[src/rtl/pwrctl_pkg.sv]
package pwrctl_pkg;
  localparam int DATA_W  = 8;
  localparam int CD_W    = 3;
  localparam int NUM_SCR = 4;
  localparam int SEL_W   = $clog2(NUM_SCR);

  localparam logic [DATA_W-1:0] KEY_ADDR  = 8'hC1;
  localparam logic [DATA_W-1:0] PWR_ADDR  = 8'hC5;
  localparam logic [DATA_W-1:0] SCR_BASE  = 8'hFB;
  localparam logic [DATA_W-1:0] KEY_VALUE = 8'hA7;
  localparam logic [CD_W-1:0]   CD_RESET  = 3'd2;

  localparam int METER_BIT = 6;
  localparam int CORE_BIT  = 4;

  typedef enum logic [1:0] {RD_NONE, RD_PWR, RD_SCR} rdSel_e;

  typedef struct packed {
    logic             pwrWr;
    logic             scrWr;
    logic [SEL_W-1:0] scrSel;
    rdSel_e           rdSel;
  } ctlStrobes_t;
endpackage

[src/rtl/pwrctl_ctrl.sv]
module pwrctl_ctrl
  import pwrctl_pkg::*;
(
  input  logic              clk,
  input  logic              rstN,
  input  logic [DATA_W-1:0] busAddr,
  input  logic [DATA_W-1:0] busWdata,
  input  logic              busWr,
  input  logic              busRd,
  output ctlStrobes_t       strb
);
  logic       unlocked;
  logic       keyWr;
  logic [8:0] scrOff;
  logic       scrHit;

  assign keyWr  = busWr && (busAddr == KEY_ADDR) && (busWdata == KEY_VALUE);
  assign scrOff = {1'b0, busAddr} - {1'b0, SCR_BASE};
  assign scrHit = (scrOff < 9'(NUM_SCR));

  // the lock opens for exactly one following write
  always_ff @(posedge clk) begin
    if (!rstN)      unlocked <= 1'b0;
    else if (busWr) unlocked <= keyWr;
  end

  always_comb begin
    strb.pwrWr  = busWr && (busAddr == PWR_ADDR) && unlocked;
    strb.scrWr  = busWr && scrHit;
    strb.scrSel = scrOff[SEL_W-1:0];
    if (!busRd)                    strb.rdSel = RD_NONE;
    else if (busAddr == PWR_ADDR)  strb.rdSel = RD_PWR;
    else if (scrHit)               strb.rdSel = RD_SCR;
    else                           strb.rdSel = RD_NONE;
  end

  assert_relock_R4: assert property (@(posedge clk) disable iff (!rstN)
    (busWr && !(busAddr == KEY_ADDR && busWdata == KEY_VALUE)) |=> !strb.pwrWr);

  assert_key_opens_R2: assert property (@(posedge clk) disable iff (!rstN)
    (busWr && busAddr == KEY_ADDR && busWdata == KEY_VALUE)
      |=> ((busWr && busAddr == PWR_ADDR) == strb.pwrWr));

  assert_one_write_R9: assert property (@(posedge clk) disable iff (!rstN)
    !(strb.pwrWr && strb.scrWr));
endmodule

[src/rtl/pwrctl_clkdiv.sv]
module pwrctl_clkdiv #(
  parameter int CD_W = 3
) (
  input  logic            clk,
  input  logic            rstN,
  input  logic            restart,
  input  logic [CD_W-1:0] cd,
  output logic            tick
);
  localparam int CNT_W = (1 << CD_W) - 1;
  localparam logic [CD_W:0] CNT_WL = CNT_W[CD_W:0];

  logic [CNT_W-1:0] cnt;
  logic [CNT_W-1:0] limit;

  assign limit = {CNT_W{1'b1}} >> (CNT_WL - {1'b0, cd});
  assign tick  = (cnt == limit);

  always_ff @(posedge clk) begin
    if (!rstN)                 cnt <= '0;
    else if (restart || tick)  cnt <= '0;
    else                       cnt <= cnt + 1'b1;
  end

  assert_cnt_bound_R7: assert property (@(posedge clk) disable iff (!rstN)
    cnt <= limit);

  assert_tick_single_R7: assert property (@(posedge clk) disable iff (!rstN)
    (tick && cd != '0 && !restart) |=> !tick);

  assert_restart_R8: assert property (@(posedge clk) disable iff (!rstN)
    restart |=> (cnt == '0));
endmodule

[src/rtl/pwrctl_dp.sv]
module pwrctl_dp
  import pwrctl_pkg::*;
(
  input  logic              clk,
  input  logic              rstN,
  input  logic              porRstN,
  input  logic [DATA_W-1:0] busWdata,
  input  ctlStrobes_t       strb,
  output logic [DATA_W-1:0] busRdata,
  output logic              meterOff,
  output logic              coreOff,
  output logic              coreClkEn
);
  logic [CD_W-1:0]                  cdField;
  logic                             meterQ;
  logic                             coreQ;
  logic [NUM_SCR-1:0][DATA_W-1:0]   scr;
  logic [DATA_W-1:0]                pwrRead;

  always_ff @(posedge clk) begin
    if (!rstN) begin
      cdField <= CD_RESET;
      meterQ  <= 1'b0;
      coreQ   <= 1'b0;
    end else if (strb.pwrWr) begin
      cdField <= busWdata[CD_W-1:0];
      meterQ  <= busWdata[METER_BIT];
      coreQ   <= busWdata[CORE_BIT];
    end
  end

  // scratch storage answers only to the power-loss reset
  always_ff @(posedge clk) begin
    if (!porRstN) begin
      scr <= '0;
    end else begin
      for (int i = 0; i < NUM_SCR; i++) begin
        if (strb.scrWr && strb.scrSel == SEL_W'(i)) scr[i] <= busWdata;
      end
    end
  end

  always_comb begin
    pwrRead            = '0;
    pwrRead[CD_W-1:0]  = cdField;
    pwrRead[CORE_BIT]  = coreQ;
    pwrRead[METER_BIT] = meterQ;
    case (strb.rdSel)
      RD_PWR:  busRdata = pwrRead;
      RD_SCR:  busRdata = scr[strb.scrSel];
      default: busRdata = '0;
    endcase
  end

  assign meterOff = meterQ;
  assign coreOff  = coreQ;

  pwrctl_clkdiv #(.CD_W(CD_W)) u_div (
    .clk     (clk),
    .rstN    (rstN),
    .restart (strb.pwrWr),
    .cd      (cdField),
    .tick    (coreClkEn)
  );

  assert_locked_hold_R3: assert property (@(posedge clk) disable iff (!rstN)
    !strb.pwrWr |=> $stable({meterQ, coreQ, cdField}));

  assert_scr_keep_R10: assert property (@(posedge clk) disable iff (!porRstN)
    !strb.scrWr |=> $stable(scr));

  assert_reset_value_R1: assert property (@(posedge clk)
    !rstN |=> (cdField == CD_RESET && !meterOff && !coreOff));
endmodule

[src/rtl/pwr_key_ctl.sv]
module pwr_key_ctl
  import pwrctl_pkg::*;
(
  input  logic              clk,
  input  logic              sysRstN,
  input  logic              porRstN,
  input  logic [DATA_W-1:0] busAddr,
  input  logic [DATA_W-1:0] busWdata,
  input  logic              busWr,
  input  logic              busRd,
  output logic [DATA_W-1:0] busRdata,
  output logic              meterOff,
  output logic              coreOff,
  output logic              coreClkEn
);
  logic        rstN;
  ctlStrobes_t strb;

  // power loss implies a full system reset
  assign rstN = sysRstN & porRstN;

  pwrctl_ctrl u_ctrl (
    .clk      (clk),
    .rstN     (rstN),
    .busAddr  (busAddr),
    .busWdata (busWdata),
    .busWr    (busWr),
    .busRd    (busRd),
    .strb     (strb)
  );

  pwrctl_dp u_dp (
    .clk       (clk),
    .rstN      (rstN),
    .porRstN   (porRstN),
    .busWdata  (busWdata),
    .strb      (strb),
    .busRdata  (busRdata),
    .meterOff  (meterOff),
    .coreOff   (coreOff),
    .coreClkEn (coreClkEn)
  );
endmodule

[config.mk]
export PLATFORM = sky130hd
export DESIGN_NAME = pwr_key_ctl
export DESIGN_NICKNAME = d
export VERILOG_FILES = /design/src/rtl/pwrctl_pkg.sv /design/src/rtl/pwrctl_ctrl.sv /design/src/rtl/pwrctl_clkdiv.sv /design/src/rtl/pwrctl_dp.sv /design/src/rtl/pwr_key_ctl.sv
export SDC_FILE = /design/constraint.sdc
export NUM_CORES = 1
export LEC_CHECK = 0
export ABC_AREA = 1
export BUFFER_PORTS_ARGS = -buffer_cell sky130_fd_sc_hd__buf_2
export CORE_MARGIN = 2
export CORE_UTILIZATION = 58
export CTS_CLUSTER_SIZE = 16
export DETAILED_ROUTE_END_ITERATION = 10
export GPL_ROUTABILITY_DRIVEN = 0
export MAX_ROUTING_LAYER = met4
export PLACE_DENSITY_LB_ADDON = 0.3
export SLEW_MARGIN = 20
export SYNTH_ARGS = -nofsm -noshare
export SYNTH_HDL_FRONTEND = slang
export SYNTH_SLANG_ARGS = --single-unit
export TNS_END_PERCENT = 30
[constraint.sdc]
create_clock -name clk -period 3.1 [get_ports clk]
set_clock_uncertainty 0.15 [all_clocks]
set_input_delay 0.62 -clock clk [delete_from_list [all_inputs] [get_ports clk]]
set_output_delay 0.62 -clock clk [all_outputs]
set_load 0.005 [all_outputs]
==> reports/results.tsv <==
stage	metric	value	unit
outcome	outcome	finished clean	
detailed_routing	Routed WL per cell	12.3	um
floorplan	Initial Util	59.2	%
floorplan	die area	4930	um2
detailed_routing	DRT iter0 DRCs	128	
layout	Layout Nets	443	
worst_setup_path	crit path DAT	2.09	ns
layout	final std cells w/o fill	469	
clocking	Post-CTS Resized	0	
layout	final core utilization	64.6	%
yosys	syn_area_per_cell	6.53	um2
clocking	Worst-path clk slew	0.08	ns
layout	Area Overhead vs Synth	9.11	%
yosys	ys async rst share	0	%
worst_setup_path	Worst path top cell family by delay	simple AND/OR/NAND/NOR gates	
yosys	Yosys top cell area share	35.5	%
floorplan	row cnt	24	
floorplan	CORE AREA	4290	um2
worst_setup_path	crit path max-delay cell type	ha_1	
place	detailed placer's ending HPWL	4.16	mm
yosys	YS warnings	0	
yosys	most common cell in the netlist	nand2_1	
power	Net Sw Frac	26.0	%
detailed_routing	DRC viols	0	
detailed_routing	Post-DRT Antenna Nets	0	
worst_setup_path	critical path endpoint category	output port	
sta	Worst-Margin Slew	0.421	ns
power	P_leak	1.49	nW
clocking	# hold bufs at CTS	0	
power	sequential power share	55.9	%
worst_setup_path	Max stage delay on crit path	0.23	ns
global_route	Total Routing Usage GR	26.0	%
yosys	Commonest cells post-synth	nand2_1, nor2_1, inv_1	
power	Clock power frac	34.2	%
power	peak supply drop	0.289	mV
sta	RSZ-0062 raised after global routing	no	
clocking	number of H-tree levels	2	
place	PortBufs	31	
worst_setup_path	FF-to-FF path depth	9	
floorplan	IO Pins	32	
sta	endpoints failing setup	0	
yosys	Synth area leaders	dfxtp_1, nand2_1, nor2_1	
global_route	initial antenna violation count	0	
sta	Final min period	2.86	ns
sta	Peak Freq	350	MHz
power	pwr/cell area	376	nW/um2
detailed_routing	via/cell ratio	5.04	
yosys	cell area after synthesis	2540	um2
worst_hold_path	class of the worst hold path	reg2reg	
worst_setup_path	CP max FO	6	
yosys	Post-synth EDFFs	0	
clocking	TritonCTS clock tree	built	
layout	Design Area, Final	2770	um2
clocking	Post-CTS Setup Bufs	0	
floorplan	die span in x	70.2	um
power	P_int	0.770	mW
worst_setup_path	Critical Path Stages	10	
worst_setup_path	Worst setup SP type	primary input	
place	Cells after DPL	461	
clocking	CTS Sinks	45	
floorplan	die height	70.2	um
sta	final worst path period share	92.2	%
clocking	clk_lat worst skew	0.29	ns
yosys	FF+latch count, synth	45	
worst_setup_path	Crit Path Category	in2out	
worst_setup_path	WP data required	2.33	ns
global_route	gr ovfl total	0	
sta	final hold violations	0	
yosys	leading area contributor after synthesis	dfxtp_1	
yosys	Seq/Total Area, Yosys	35.5	%
layout	# diodes	0	
layout	layout cell share with drive strength beyond 1	12.7	%
yosys	top_reg_cell synth	dfxtp_1	
yosys	synthesized instance count	389	
clocking	CTS Root Cell	clkbuf_8	
place	Area after DPL	2690	um2
sta	Total Neg Setup Slack	0	ns
global_route	pin count of the biggest net entering global routing	33	
global_route	vias in the first global route	2135	
sta	max-slew violation count	0	
run	Max Cap Viol	0	
sta	max_slew headroom	71.7	%
detailed_routing	final wirelength	5.75	mm
power	Logic pwr share	9.9	%
global_route	first-pass GRT wire length	9.98	mm
power	NetSw	0.271	mW
worst_setup_path	Buffers & Inverters on Critical Path	3	
worst_hold_path	hold depth	1	
yosys	Net Count, Synth	416	
worst_setup_path	crit path cell chain	buf_2 -> ha_1 -> nand2_1 -> nand2_2 -> nor2_8 -> nand3_1 -> inv_1 -> nand3_1 -> o21ai_0 -> buf_2	
yosys	Yosys cell types	26	
clocking	CTS max path bufs	2	
power	overall power	1.04	mW
clocking	number of buffers created by CTS	5	
detailed_routing	DR pass1 iterations	4	
detailed_routing	vias	2366	
[sequential cells by signal, summed over array words and instances (netlist names)]
register         cells
u_ctrl.unlocked      1
u_dp.cdField         3
u_dp.coreOff         1
u_dp.meterOff        1
u_dp.scr            32
u_dp.u_div.cnt       7
[power by group through the flow]
stage / combinational [mW] / clock (mW) / sequential [mW]
2_1_floorplan: 0.0563 / 0 / 0.595
3_3_place_gp: 0.100 / 0 / 0.595
3_5_place_dp: 0.102 / 0 / 0.595
4_1_cts: 0.102 / 0.360 / 0.582
5_1_grt: 0.117 / 0.376 / 0.582
6_report: 0.103 / 0.356 / 0.582
[layout by cell type (no fill, tap or decap), drive strengths merged]
cell type,Yosys,layout
nand4,8,8
ha,6,6
nor2,89,89
inv,59,59
nand3b,1,1
clkinvlp,0,1
clkbuf,7,7
xor2,5,5
a21oi,20,20
dfxtp,45,45
o21ai,21,21
nand3,17,17
xnor2,2,2
nor3,2,2
o211ai,1,1
buf,7,34
nor4,1,1
nand2,98,98
[cell families after synthesis]
group                      after synthesis  share of synthesized area [%]
and+or+nand+nor                        216                           38.2
buffers and inverters                   73                           12.5
DFF                                     45                           35.5
AOI/OAI and AO/OA                       42                           8.57
xor gates and xnor gates                 7                           2.41
adders and majority gates                6                           2.95
[path summary, 6_finish.rpt]
path | from | endpoint | slack [ns]
worst max-delay path | busAddr[0] | busRdata[0] | 0.24
worst min-delay path | u_dp.u_div.cnt[0] | u_dp.u_div.cnt[0] | 0.35
worst max register to register | u_dp.cdField[2] | u_dp.u_div.cnt[5] | 1.57
worst min register to register | u_dp.u_div.cnt[0] | u_dp.u_div.cnt[0] | 0.35
[per-stage QoR]
stage	hold slack, ns	worst slack, ns
floorplan	0.291	0.442
global placement	0.317	0.315
detailed placement	0.322	0.271
CTS	0.336	0.256
global route	0.368	0.110
finish	0.345	0.242
[cell type report]
cell class,count,area (um2)
Fill cell,415,1520
Multi-Input combinational cell,271,1320
Sequential cell,45,901
Inverter,59,221
Timing Repair Buffer,34,178
Clock buffer,7,76.3
Tap cell,52,65.1
Clock inverter,1,7.51
[metal layers]
| layer | vias up | GRT usage, % | share of wire, % |
|---|---|---|---|
| met5 | - | - | 0 |
| met2 | 65 | 39.2 | 44 |
| met3 | 8 | 4.76 | 5.6 |
| li1 | 1238 | - | - |
| met4 | 0 | 8.12 | 1.3 |
| met1 | 1055 | 35.8 | 49 |
Note: power is estimated with default switching activity, not from simulation.
